`src/rtl/xpage_pkg.sv`:
```
// Package: shared constants, the slot type and the offset-to-channel map.
// Assumes a window of eight offsets of which four reach a channel.
package xpage_pkg;
    localparam int CHAN_N = 4;
    localparam int CHAN_W = 2;
    localparam int OFF_W  = 3;
    localparam int BYTE_W = 8;
    localparam int HI_USE = 7;
    localparam int CUR_W  = 16;

    typedef struct packed {
        logic              hit;
        logic [CHAN_W-1:0] chan;
    } slot_t;

    // Map a window offset to a channel; the holes return hit = 0.
    function automatic slot_t slot_of(input logic [OFF_W-1:0] off);
        slot_t s;
        s.hit  = 1'b1;
        s.chan = '0;
        case (off)
            3'd7:    s.chan = 2'd0;
            3'd3:    s.chan = 2'd1;
            3'd1:    s.chan = 2'd2;
            3'd2:    s.chan = 2'd3;
            default: s.hit  = 1'b0;
        endcase
        return s;
    endfunction
endpackage

```
`src/rtl/xpage_bank.sv`:
```
// Module: one bank of per-channel page bytes.
// Provides one read port for the window and one tap for the address former.
// Assumes N == 2**CW.
module xpage_bank #(
    parameter int N     = 4,
    parameter int CW    = 2,
    parameter int DW    = 8,
    parameter int TAP_W = 7
) (
    input  logic          clk,
    input  logic          rst_n,
    input  logic          wr_en,
    input  logic [CW-1:0] wr_chan,
    input  logic [DW-1:0] wr_data,
    input  logic [CW-1:0] rd_chan,
    output logic [DW-1:0] rd_data,
    input  logic [CW-1:0] tap_chan,
    output logic [TAP_W-1:0] tap_data
);
    localparam int FLAT_W = N * DW;

    logic [FLAT_W-1:0] flat;

    for (genvar g = 0; g < N; g++) begin : g_slot
        logic [DW-1:0] q;
        // Hold the page byte of channel g; cleared by reset.
        always_ff @(posedge clk) begin
            if (!rst_n)
                q <= '0;
            else if (wr_en && (wr_chan == CW'(g)))
                q <= wr_data;
        end
        assign flat[g*DW +: DW] = q;
    end

    // Window read mux.
    assign rd_data = flat[rd_chan*DW +: DW];

    // Address tap: only the bits the address uses.
    logic [DW-1:0] tap_full;
    assign tap_full = flat[tap_chan*DW +: DW];
    assign tap_data = tap_full[TAP_W-1:0];
endmodule

```
`src/rtl/xpage_port.sv`:
```
// Module: port window decoder.
// Turns bank and offset into per-bank write enables and a channel, and gates the read data.
// Assumes the high bank is absent while hi_en is low.
module xpage_port #(
    parameter int CW = 2,
    parameter int OW = 3,
    parameter int DW = 8
) (
    input  logic          pw_en,
    input  logic          p_bank,
    input  logic [OW-1:0] p_off,
    input  logic          hi_en,
    input  logic [DW-1:0] lo_rd,
    input  logic [DW-1:0] hi_rd,
    output logic          lo_we,
    output logic          hi_we,
    output logic [CW-1:0] chan,
    output logic [DW-1:0] p_rdata
);
    import xpage_pkg::*;

    slot_t slot;
    logic  present;

    // Decode the offset and whether the addressed bank answers.
    always_comb begin
        slot    = slot_of(p_off);
        chan    = slot.chan;
        present = slot.hit && (!p_bank || hi_en);
    end

    // Steer the write strobe to the addressed bank.
    always_comb begin
        lo_we = pw_en && present && !p_bank;
        hi_we = pw_en && present &&  p_bank;
    end

    // Return the selected byte, or zero for holes and an absent bank.
    always_comb begin
        if (!present)
            p_rdata = '0;
        else if (p_bank)
            p_rdata = hi_rd;
        else
            p_rdata = lo_rd;
    end
endmodule

```
`src/rtl/xpage_former.sv`:
```
// Module: registered physical address former.
// Concatenates the high page, the low page and the current address, then adds the position
// or subtracts the position and the length. Arithmetic wraps at the width of the result.
module xpage_former #(
    parameter int HW = 7,
    parameter int LW = 8,
    parameter int CUR_W = 16,
    parameter int POS_W = 16,
    parameter int LEN_W = 16,
    localparam int PHYS_W = HW + LW + CUR_W
) (
    input  logic              clk,
    input  logic              rst_n,
    input  logic              req_valid,
    input  logic              req_down,
    input  logic [HW-1:0]     hi_page,
    input  logic [LW-1:0]     lo_page,
    input  logic [CUR_W-1:0]  cur,
    input  logic [POS_W-1:0]  pos,
    input  logic [LEN_W-1:0]  len,
    output logic              rsp_valid,
    output logic [PHYS_W-1:0] rsp_addr
);
    logic [PHYS_W-1:0] base;
    logic [PHYS_W-1:0] pos_x;
    logic [PHYS_W-1:0] len_x;
    logic [PHYS_W-1:0] start;

    // Form the paged base and the start address for either direction.
    always_comb begin
        base  = {hi_page, lo_page, cur};
        pos_x = PHYS_W'(pos);
        len_x = PHYS_W'(len);
        if (req_down)
            start = base - pos_x - len_x;
        else
            start = base + pos_x;
    end

    // Register the response; the address holds between requests.
    always_ff @(posedge clk) begin
        if (!rst_n) begin
            rsp_valid <= 1'b0;
            rsp_addr  <= '0;
        end else begin
            rsp_valid <= req_valid;
            if (req_valid)
                rsp_addr <= start;
        end
    end
endmodule

```
`src/rtl/xpage_unit.sv`:
```
// Module: top of the DMA page register and address former.
// Two page banks behind one window, plus a registered address former. The high
// bank and its part of the address are gated by the hi_en strap.
module xpage_unit #(
    parameter int CHAN_N = xpage_pkg::CHAN_N,
    parameter int CHAN_W = xpage_pkg::CHAN_W,
    parameter int OFF_W  = xpage_pkg::OFF_W,
    parameter int BYTE_W = xpage_pkg::BYTE_W,
    parameter int HI_USE = xpage_pkg::HI_USE,
    parameter int CUR_W  = xpage_pkg::CUR_W,
    parameter int POS_W  = 16,
    parameter int LEN_W  = 16,
    localparam int PHYS_W = HI_USE + BYTE_W + CUR_W
) (
    input  logic              clk,
    input  logic              rst_n,
    input  logic              hi_en,
    input  logic              pw_en,
    input  logic              p_bank,
    input  logic [OFF_W-1:0]  p_off,
    input  logic [BYTE_W-1:0] p_wdata,
    output logic [BYTE_W-1:0] p_rdata,
    input  logic              req_valid,
    input  logic [CHAN_W-1:0] req_chan,
    input  logic              req_down,
    input  logic [CUR_W-1:0]  req_cur,
    input  logic [POS_W-1:0]  req_pos,
    input  logic [LEN_W-1:0]  req_len,
    output logic              rsp_valid,
    output logic [PHYS_W-1:0] rsp_addr
);
    logic              lo_we, hi_we;
    logic [CHAN_W-1:0] win_chan;
    logic [BYTE_W-1:0] lo_rd, hi_rd;
    logic [BYTE_W-1:0] lo_tap;
    logic [HI_USE-1:0] hi_tap;
    logic [HI_USE-1:0] hi_eff;

    xpage_port #(.CW(CHAN_W), .OW(OFF_W), .DW(BYTE_W)) port_i (
        .pw_en(pw_en), .p_bank(p_bank), .p_off(p_off), .hi_en(hi_en),
        .lo_rd(lo_rd), .hi_rd(hi_rd), .lo_we(lo_we), .hi_we(hi_we),
        .chan(win_chan), .p_rdata(p_rdata)
    );

    xpage_bank #(.N(CHAN_N), .CW(CHAN_W), .DW(BYTE_W), .TAP_W(BYTE_W)) lo_bank_i (
        .clk(clk), .rst_n(rst_n), .wr_en(lo_we), .wr_chan(win_chan),
        .wr_data(p_wdata), .rd_chan(win_chan), .rd_data(lo_rd),
        .tap_chan(req_chan), .tap_data(lo_tap)
    );

    xpage_bank #(.N(CHAN_N), .CW(CHAN_W), .DW(BYTE_W), .TAP_W(HI_USE)) hi_bank_i (
        .clk(clk), .rst_n(rst_n), .wr_en(hi_we), .wr_chan(win_chan),
        .wr_data(p_wdata), .rd_chan(win_chan), .rd_data(hi_rd),
        .tap_chan(req_chan), .tap_data(hi_tap)
    );

    // The high page contributes only while its bank is present.
    assign hi_eff = hi_en ? hi_tap : '0;

    xpage_former #(.HW(HI_USE), .LW(BYTE_W), .CUR_W(CUR_W), .POS_W(POS_W), .LEN_W(LEN_W)) former_i (
        .clk(clk), .rst_n(rst_n), .req_valid(req_valid), .req_down(req_down),
        .hi_page(hi_eff), .lo_page(lo_tap), .cur(req_cur), .pos(req_pos), .len(req_len),
        .rsp_valid(rsp_valid), .rsp_addr(rsp_addr)
    );
endmodule

```
`config.mk`:
```
export PLATFORM = sky130hd
export DESIGN_NAME = xpage_unit
export DESIGN_NICKNAME = d
export VERILOG_FILES = /design/src/rtl/xpage_pkg.sv /design/src/rtl/xpage_bank.sv /design/src/rtl/xpage_port.sv /design/src/rtl/xpage_former.sv /design/src/rtl/xpage_unit.sv
export SDC_FILE = /design/constraint.sdc
export NUM_CORES = 1
export LEC_CHECK = 0
export ABC_AREA = 1
export ABC_CLOCK_PERIOD_IN_PS = 2800
export BUFFER_PORTS_ARGS = -buffer_cell sky130_fd_sc_hd__clkbuf_2
export CAP_MARGIN = 0
export CORE_MARGIN = 3
export CORE_UTILIZATION = 25
export DETAILED_ROUTE_END_ITERATION = 8
export PLACE_DENSITY = 0.53
export SYNTH_ARGS = -nofsm -noshare
export SYNTH_HDL_FRONTEND = slang
export SYNTH_SLANG_ARGS = --single-unit
```
`constraint.sdc`:
```
create_clock -name clk -period 2.8 [get_ports clk]
set_clock_uncertainty 0.15 [all_clocks]
set_input_delay 0.14 -clock clk [delete_from_list [all_inputs] [get_ports clk]]
set_output_delay 0.14 -clock clk [all_outputs]
set_load 0.005 [all_outputs]
```
==> qor.yml, run 1 <==
timing:
  fin_crit_ns: 2.55
  setup-tns-final_ns: 0
  worst_pin_slew_ns: 0.723
  period_share_pct: 91.0
  fmax_mhz: 393
  finalHoldViolations: 0
  maxSlewViolCount: 0
  timing.slew.headroom_pct: 51.8
  rsz0062_at_grt: "false"
  setup_violations: 0
global_routing:
  overflow: 0
  grtUsageTotal_pct: 16.3
  grtUsageMet1_pct: 21.8
  antenna_found_initial: 0
  grt_pass1_vias: 8321
  use_met2_pct: 27.6
  busiest_layer: "met2"
  grtUsageMet3_pct: 2.10
  grt_max_degree: 68
  grt_pass1_wl_mm: 44.4
die:
  dieArea_um2: 34400
  core_area_um2: 31600
  placementRows: 65
  ios: 108
  start_util_pct: 25.4
  die_h_um: 185
  die_x_um: 185
clocking:
  cts_max_level: 3
  cts_sinks: 96
  cts_root_buf: "clkbuf_16"
  cts_setup_buffers: 0
  clk_path_buf_depth: 2
  cts_buffers: 9
  cts_tree: "built"
  clk_pin_slew_ns: 0.09
  insertion_delay_ns: 0.37
yosys:
  synth_nets: 1410
  netlist_area_um2: 8040
  ys_seq_area_share_pct: 23.9
  ys_dominant_reg_cell: "dfxtp_1"
  synthCells: 1290
  synth_edf_count: 0
  async_flop_share_pct: 0
  ys_warn_count: 0
  synth.distinct_cells: 45
  ys_ff_latch: 96
  avgSynthCellArea_um2: 6.23
pwr:
  p_per_area_nw_per_um2: 449
  power_leakage_uw: 0.00460
  irDropWorstVdd_mv: 0.288
detailed_routing:
  dr.pass1.iters: 5
  post-route-drc-count: 0
  wl_mm: 27.9
  wl_per_cell_um: 15.5
  dr_total_vias: 8531
  drt_iter0_markers: 558
  ant_nets: 0
  vias_per_cell: 4.75
finish:
  final_util_pct: 29.6
  post-route-cell-area_um2: 9380
  multi_input_area_um2: 5180
  antennaDiodeCount: 0
  fill_cells: 3582
  drive_gt1_share_pct: 15.9
  final-seq-area_um2: 1920
  area_delta_synth_final_pct: 16.6
  nNetsFinal: 1510
worst_setup_path:
  start_kind: "flip-flop"
  critPathKind: "flip-flop to flip-flop"
  end_kind: "flip-flop"
  arrival_ns: 2.66
  crit_required_ns: 2.91
  path_max_fanout: 7
job:
  maxCapViolations: 0
place:
  dpl-instance-area_um2: 9020
  place.gp.congestion: 0.900
  port_buffers: 107
  hpwl_mm: 21.8
worst_hold_path:
  hold_class: "input pin to flip-flop"
outcome:
  status: "finished clean"
## cell type report
class / instances / share of cell area, %
Inverter: 180 / 7.29
Tap cell: 402 / 5.37
Multi-Input combinational cell: 969 / 55.3
Timing Repair Buffer: 134 / 8.25
Sequential cell: 96 / 20.5
Clock buffer: 9 / 2.40
Clock inverter: 7 / 0.948
## metal layers
metal	routed length [um]	share of wire, %
met1	13000	47
met2	12900	46
met3	1400	5.0
met4	590	2.1
met5	0	0
## worst paths after layout
path              cells past startpoint                  endpoint                     start  slack [ns]
setup / recovery                     15     former_i.rsp_addr[17]  lo_bank_i.g_slot[3].q[0]        0.25
hold / removal                        3  lo_bank_i.g_slot[1].q[6]                p_wdata[6]        0.02
setup reg to reg                     15     former_i.rsp_addr[17]  lo_bank_i.g_slot[3].q[0]        0.25
hold reg to reg                       2  lo_bank_i.g_slot[2].q[5]  lo_bank_i.g_slot[2].q[5]        0.32
## layout by cell type (no fill, tap or decap), types with 4 or more instances in the layout
cell / instances
o21ai_1: 18
o211ai_1: 17
a221oi_1: 7
buf_4: 21
nand2_2: 18
clkbuf_16: 9
nor2_1: 153
fa_1: 17
nand3_2: 9
nand4_1: 6
inv_1: 161
a21oi_1: 97
dfxtp_1: 96
nand3_1: 82
nor2_4: 8
clkbuf_2: 107
o21bai_1: 7
xnor2_1: 5
xor2_1: 6
nor2_2: 9
nor3_1: 7
nand2_4: 5
nand3b_1: 6
nor3_2: 4
inv_2: 17
dlygate4sd3_1: 4
nand2_1: 316
o21ai_0: 119
ha_1: 34
## what timing repair did
item                       4_1_cts  5_1_grt
hold endpoints to repair        13        0
gates resized for setup          0        1
setup endpoints to repair        0        1
hold buffers                     4        0
## synth_stat cells, drive strengths merged (5+ instances only)
cell type	count	area share (%)
inv	179	8.4
ha	35	5.4
dfxtp	96	24
xnor2	5	0.54
nor2	170	9.0
fa	17	4.2
buf	23	2.2
nand3	91	6.2
nand2	339	17
nor3	11	0.93
clkbuf	22	1.1
xor2	6	0.65
o21bai	7	0.65
nand4	6	0.47
nand3b	6	0.56
o21ai	137	8.5
a221oi	7	0.76
o211ai	17	1.6
a21oi	98	6.2
## sequential cells by signal, indices dropped and copies added, names as in the netlist
register	count
former_i.rsp_valid	1
former_i.rsp_addr	31
hi_bank_i.g_slot.q	32
lo_bank_i.g_slot.q	32
## where the power goes
group	leakage [uW]	internal (uW)	switching, uW	total [uW]
clock	0.000152	644	682	1330
sequential	0.000783	1430	36.2	1460
combinational	0.00367	502	919	1420
## critical path: stages (launching register included)
cell and delay (ns):
dfxtp_1 0.38, nand2_1 0.06, nand2_1 0.08, nand2_1 0.06
nand2_2 0.14, ha_2 0.34, a21oi_1 0.23, o21a_1 0.26
a21boi_0 0.19, nand2_1 0.08, nand2_1 0.10, nand2_1 0.08
nand2_1 0.06, nand2_1 0.04, o21ai_0 0.14, inv_1 0.05
## through the flow
stage | instances | setup WS (ns) | power (uW) | hold slack, ns
after floorplan | 1290 | 0.499 | 2430 | 0.125
after global placement | 1777 | 0.0233 | 2910 | 0.309
after detailed placement | 1777 | 0.0153 | 2910 | 0.315
after CTS | 1797 | 0.254 | 4260 | 0.000147
after global routing | 1797 | 0.0314 | 4500 | 0.0190
final | 1797 | 0.253 | 4210 | 0.0221
## cells by family (layout without fill, tap and decap cells)
group	count (synthesis)	after routing	share of synthesized area, %
multiplexers	3	3	0.373
AND/OR/NAND/NOR	627	627	34.3
buffers and inverters	225	330	11.7
adder cells (fa/ha/maj)	52	52	9.68
AO/OA/AOI/OAI	276	276	18.8
flip-flops	96	96	23.9
XOR/XNOR	11	11	1.20
No activity file was read; power rests on OpenSTA's default activity.
==> run 2: changes to the inputs <==
Settings changed: CORE_UTILIZATION 25 to 45, PLACE_DENSITY 0.53 to 0.77.
==> qor.yml, run 2 (same netlist as run 1, synthesis figures left out) <==
outcome:
  status: "finished clean"
timing:
  finalHoldViolations: 0  # unchanged
  fin_crit_ns: 2.39  # -0.154 ns
  fmax_mhz: 418  # +6.4%
  holdWs_ns: 0.00887  # -0.0133 ns
  rsz0062_at_grt: "false"
  period_share_pct: 85.5  # -5.5 points
  setup_violations: 0  # unchanged
  fin_ws_ns: 0.406  # +0.154 ns
  maxSlewViolCount: 0  # unchanged
  setup-tns-final_ns: 0  # unchanged
  worst_pin_slew_ns: 0.627  # -0.0960 ns
  timing.slew.headroom_pct: 58.2  # +6.4 points
place:
  place.gp.congestion: 0.971  # +7.9%
  hpwl_mm: 18.9  # -13%
  dp.cells: 1597  # -10%
  place_ws_ns: 0.111  # +0.0962 ns
  port_buffers: 107  # unchanged
finish:
  multi_input_area_um2: 5180  # about the same
  layout.cells.non_filler: 1619  # -9.9%
  final_common_cell: "nand2_1"
  drive_gt1_share_pct: 15.6  # -0.28 points
  antennaDiodeCount: 0  # unchanged
  final_cell_mix: "nand2_1 (316), inv_1 (161), nor2_1 (153)"
  nNetsFinal: 1509  # -0.066%
  final_util_pct: 52.4  # +23 points
  reg_top3: "hi_bank_i.g_slot.q: 32 flops, lo_bank_i.g_slot.q: 32 flops, former_i.rsp_addr: 31 flops"
  area_delta_synth_final_pct: 13.5
  fill_cells: 1813  # -49%
  final-seq-area_um2: 1920  # unchanged
worst_setup_path:
  critPathKind: "flip-flop to flip-flop"
  end_kind: "flip-flop"
  crit_required_ns: 2.90  # about the same
  reg2reg_depth: 15  # unchanged
  crit_family: "compound AO/OA/AOI/OAI gates"
  slowest_stage: "dfxtp_1"
  arrival_ns: 2.50  # -0.16 ns
  cp.depth: 15  # unchanged
  start_kind: "flip-flop"
  path_max_fanout: 3  # -4
  startpoint: "lo_bank_i.g_slot[1].q[0]"
  cp_slowest_stage_delay_ns: 0.34  # -0.04 ns
  path_cells: "nand2_1, nand2_1, nand2_1, nand2_2, ha_1, a21oi_1, o21a_1, a21boi_0, nand2_1, nand2_1, nand2_1, nand2_1, nand2_1, o21ai_0, inv_1"
  critPathBufInv: 1  # unchanged
  r2r-start: "lo_bank_i.g_slot[1].q[0]"
  crit_top_cell: "nand2_1"
die:
  die_h_um: 140  # -25%
  core_area_um2: 17400  # -45%
  dieArea_um2: 19500  # -43%
  placementRows: 48  # -26%
  start_util_pct: 46.2  # +21 points
  ios: 108  # unchanged
  die_x_um: 140  # -25%
global_routing:
  busiest_layer: "met2"
  grtUsageMet3_pct: 3.06  # +0.96 points
  use_met2_pct: 41.7  # +14 points
  grt_pass1_vias: 7903  # -5.0%
  antenna_found_initial: 0  # unchanged
  grtUsageMet1_pct: 33.0  # +11 points
  overflow: 0  # unchanged
  grtUsageTotal_pct: 24.7  # +8.5 points
  grt_max_degree: 53  # -22%
  grt_pass1_wl_mm: 39.7  # -11%
pwr:
  p_per_area_nw_per_um2: 451  # +0.50%
  power_leakage_uw: 0.00459  # -0.23%
  irDropWorstVdd_mv: 0.343  # +19%
clocking:
  cts_root_buf: "clkbuf_16"
  clk_path_buf_depth: 2  # unchanged
  cts_buffers: 9  # unchanged
  cts_max_level: 3  # unchanged
  insertion_delay_ns: 0.36  # about the same
  cts_sinks: 96  # unchanged
  clk_pin_slew_ns: 0.08  # about the same
  cts_tree: "built"
detailed_routing:
  wl_per_cell_um: 15.2  # -2.0%
  dr.pass1.iters: 6  # +1
  ant_nets: 0  # unchanged
  vias_per_cell: 5.37  # +13%
  drt_iter0_markers: 617  # +11%
  dr_total_vias: 8698  # +2.0%
  wl_mm: 24.7  # -12%
  post-route-drc-count: 0  # unchanged
job:
  maxCapViolations: 0  # unchanged
worst_hold_path:
  hold_class: "input pin to flip-flop"
  worstHoldStart: "p_wdata[4]"
  hold_depth: 3  # unchanged
[run 2: area by class of cell]
type,instances,share of cell area [%]
Sequential cell,96,21.0
Clock buffer,9,2.47
Tap cell,225,3.08
Inverter,180,7.48
Timing Repair Buffer,133,8.44
Multi-Input combinational cell,969,56.7
Clock inverter,7,0.767
[run 2: stage by stage]
stage	total power [uW]	area, um^2
2_1_floorplan	2430	8040
6_report	4120	9130
3_3_place_gp	2840	8770
4_1_cts	4130	9130
5_1_grt	4360	9130
3_5_place_dp	2850	8770
[run 2: worst min-delay path, stage by stage]
cell	delay (ns)
clkbuf_2	0.17
nor2_1	0.13
nor2_1	0.05
[run 2: routing by layer]
| metal | part of all wire, % | wire length [um] |
|---|---|---|
| met1 | 43 | 10600 |
| met2 | 47 | 11600 |
| met3 | 7.5 | 1840 |
| met4 | 2.4 | 600 |
| met5 | 0 | 0 |
[run 2: repair_timing]
| item | CTS | global route |
|---|---|---|
| gates resized for setup | 0 | 0 |
| hold buffers | 6 | 0 |
| setup endpoints to repair | 0 | 0 |
| hold endpoints to repair | 20 | 0 |
| buffers inserted | 0 | 0 |
[run 2: power breakdown]
part / leakage (uW) / internal, uW / switching, uW
clock network: 0.000147 / 631 / 636
registers: 0.000783 / 1430 / 38.3
logic: 0.00366 / 502 / 887
total: 0.00459 / 2560 / 1560
[run 2: path summary, 6_finish.rpt]
path / slack [ns] / to
worst max-delay path: 0.41 / former_i.rsp_addr[17]
worst min-delay path: 0.009 / lo_bank_i.g_slot[1].q[4]
worst max register to register: 0.41 / former_i.rsp_addr[17]
worst min register to register: 0.32 / lo_bank_i.g_slot[3].q[6]
==> run 3: changes to the inputs <==
Settings changed: BUFFER_PORTS_ARGS -buffer_cell sky130_fd_sc_hd__clkbuf_2 to -buffer_cell sky130_fd_sc_hd__buf_2, CORE_UTILIZATION 45 to 47, PLACE_DENSITY 0.77 to 0.79.
==> qor.yml, run 3 (same netlist as run 1, synthesis figures left out) <==
outcome:
  status: "finished clean"
worst_setup_path:
  end_kind: "flip-flop"
  critPathBufInv: 3  # +2
  crit_family: "adder cells"
  crit_required_ns: 2.90  # about the same
  slowest_stage: "fa_1"
  critPathKind: "input pin to flip-flop"
  worstReg2RegEnd: "former_i.rsp_addr[17]"
  crit_top_cell: "nand2_1"
  path_max_fanout: 5  # +2
  r2r-start: "lo_bank_i.g_slot[3].q[0]"
  cp.depth: 16  # +1
  rrSetupSlack_ns: 0.36  # -0.05 ns
  path_cells: "buf_2, inv_1, fa_1, ha_1, a21oi_1, o21ai_0, nand2_1, nand3_1, nand3_1, nand2_1, nand2_1, nand2_1, nand2_1, nand2_1, o21ai_1, inv_1"
  reg2reg_depth: 15  # unchanged
  arrival_ns: 2.54  # +0.04 ns
  start_kind: "input pin"
  cp_slowest_stage_delay_ns: 0.49  # +0.15 ns
clocking:
  cts_root_buf: "clkbuf_16"
  cts_setup_buffers: 0  # unchanged
  cts_buffers: 9  # unchanged
  cts_tree: "built"
  clk_pin_slew_ns: 0.08  # about the same
  cts_max_level: 3  # unchanged
  cts_sinks: 96  # unchanged
  insertion_delay_ns: 0.36  # about the same
  clk_path_buf_depth: 2  # unchanged
global_routing:
  grtUsageTotal_pct: 26.3  # +1.6 points
  grt_pass1_wl_mm: 39.5  # -0.52%
  grt_pass1_vias: 8024  # +1.5%
  antenna_found_initial: 1  # +1
  grt_max_degree: 80  # +51%
  overflow: 0  # unchanged
timing:
  finalHoldViolations: 0  # unchanged
  rsz0062_at_grt: "false"
  fmax_mhz: 409  # -2.0%
  setup-tns-final_ns: 0  # unchanged
  period_share_pct: 87.3  # +1.8 points
  worst_pin_slew_ns: 0.641  # +0.0132 ns
  setup_violations: 0  # unchanged
  maxSlewViolCount: 0  # unchanged
  holdWs_ns: 0.0628  # +0.0539 ns
  fin_ws_ns: 0.357  # -0.0493 ns
  fin_crit_ns: 2.44  # +0.0493 ns
  timing.slew.headroom_pct: 57.1  # -1.0 points
finish:
  nNetsFinal: 1511  # +0.13%
  multi_input_area_um2: 5180  # unchanged
  final-seq-area_um2: 1920  # unchanged
  final_cell_mix: "nand2_1 (316), inv_1 (161), nor2_1 (153)"
  final_util_pct: 54.9  # +2.5 points
  area_delta_synth_final_pct: 13.6  # about the same
  drive_gt1_share_pct: 15.6  # -0.022 points
  reg_top3: "hi_bank_i.g_slot.q: 32 flops, lo_bank_i.g_slot.q: 32 flops, former_i.rsp_addr: 31 flops"
  post-route-cell-area_um2: 9140  # about the same
  final_common_cell: "nand2_1"
  fill_cells: 1654  # -8.8%
detailed_routing:
  wl_per_cell_um: 15.3  # +0.61%
  ant_nets: 0  # unchanged
  post-route-drc-count: 0  # unchanged
  dr.pass1.iters: 5  # -1
  drt_iter0_markers: 753  # +22%
  dr_total_vias: 8774  # +0.87%
  vias_per_cell: 5.43  # +1.0%
  wl_mm: 24.8  # +0.48%
pwr:
  p_seq_share_pct: 35.3  # -0.3 points
  combPwrFrac_pct: 33.8  # about the same
  intPower_uw: 2570  # +0.21%
  power.switching_uw: 1580  # +1.5%
  p_clk_share_pct: 30.9  # +0.2 points
  power_leakage_uw: 0.00460  # +0.19%
  irDropWorstVdd_mv: 0.287  # -16%
  swShare_pct: 38.2  # +0.31 points
  p_per_area_nw_per_um2: 454  # +0.64%
place:
  hpwl_mm: 18.8  # -0.76%
  dpl-instance-area_um2: 8760  # -0.21%
  port_buffers: 107  # unchanged
  place_ws_ns: 0.0960  # -0.0155 ns
  place.gp.congestion: 0.967  # -0.42%
worst_hold_path:
  min_to: "former_i.rsp_addr[11]"
  hold_depth: 4  # +1
  hold_class: "input pin to flip-flop"
  worstHoldStart: "req_valid"
die:
  die_h_um: 137  # -2.1%
  ios: 108  # unchanged
  placementRows: 47  # -2.1%
  start_util_pct: 48.3  # +2.1 points
  die_x_um: 137  # -2.1%
  dieArea_um2: 18700  # -4.1%
  core_area_um2: 16600  # -4.4%
job:
  maxCapViolations: 0  # unchanged
==> run 3: cell count changes in the layout (fill, tap and decap cells not counted), sizes merged <==
cell,before,now
dlygate4sd3,6,8
buf,20,127
clkbuf,116,9
diode,0,1
clkinv,4,5
inv,183,182
==> run 3: metal layers <==
| layer | global-route usage [%] | share of wire [%] | vias up |
|---|---|---|---|
| met1 | 35.1 | 44 | 3946 |
| met2 | 43.0 | 46 | 392 |
| met3 | 3.24 | 7.6 | 63 |
| li1 | - | - | 4371 |
| met5 | 0 | 0.052 | - |
| met4 | 10.9 | 3.2 | 2 |
==> run 3: power by group through the flow <==
stage	Sequential [uW]	Combinational, uW	Clock (uW)
after floorplan	1490	939	0
after global placement	1490	1340	0
after detailed placement	1490	1360	0
after CTS	1460	1370	1290
after global routing	1470	1570	1330
final	1460	1400	1280
==> run 3: worst min-delay path, stage by stage <==
cell and delay [ns]:
buf_2 0.20, nand3_1 0.12, nand2_1 0.04, inv_1 0.04
==> run 3: timing repair <==
action / 4_1_cts / 5_1_grt
hold endpoints to repair: 37 / 0
gates resized for setup: 0 / 0
hold buffers: 8 / 0
==> run 3: metrics by stage <==
| step | total power [uW] | instances |
|---|---|---|
| 6_report | 4150 | 1617 |
| 5_1_grt | 4370 | 1616 |
| 4_1_cts | 4130 | 1616 |
| 3_5_place_dp | 2850 | 1592 |
| 3_3_place_gp | 2830 | 1592 |
| 2_1_floorplan | 2430 | 1290 |
==> run 3: worst max-delay path by stage <==
stage | from | endpoint | slack (ns)
after floorplan | req_pos[2] | former_i.rsp_addr[19] | 0.50
after global placement | req_cur[3] | former_i.rsp_addr[16] | 0.12
after detailed placement | req_cur[2] | former_i.rsp_addr[19] | 0.1
after CTS | lo_bank_i.g_slot[3].q[0] | former_i.rsp_addr[25] | 0.39
after global routing | req_pos[2] | former_i.rsp_addr[19] | 0.02
final | req_pos[2] | former_i.rsp_addr[19] | 0.36
==> run 3: final cells by class <==
cell class / instances / share of cell area (%)
multi-input cells: 969 / 56.7
flip-flops and latches: 96 / 21.0
repair buffers: 135 / 8.52
inverters: 180 / 7.48
well taps: 220 / 3.01
clock buffers: 9 / 2.47
clock inverters: 7 / 0.794
diodes: 1 / 0.0274
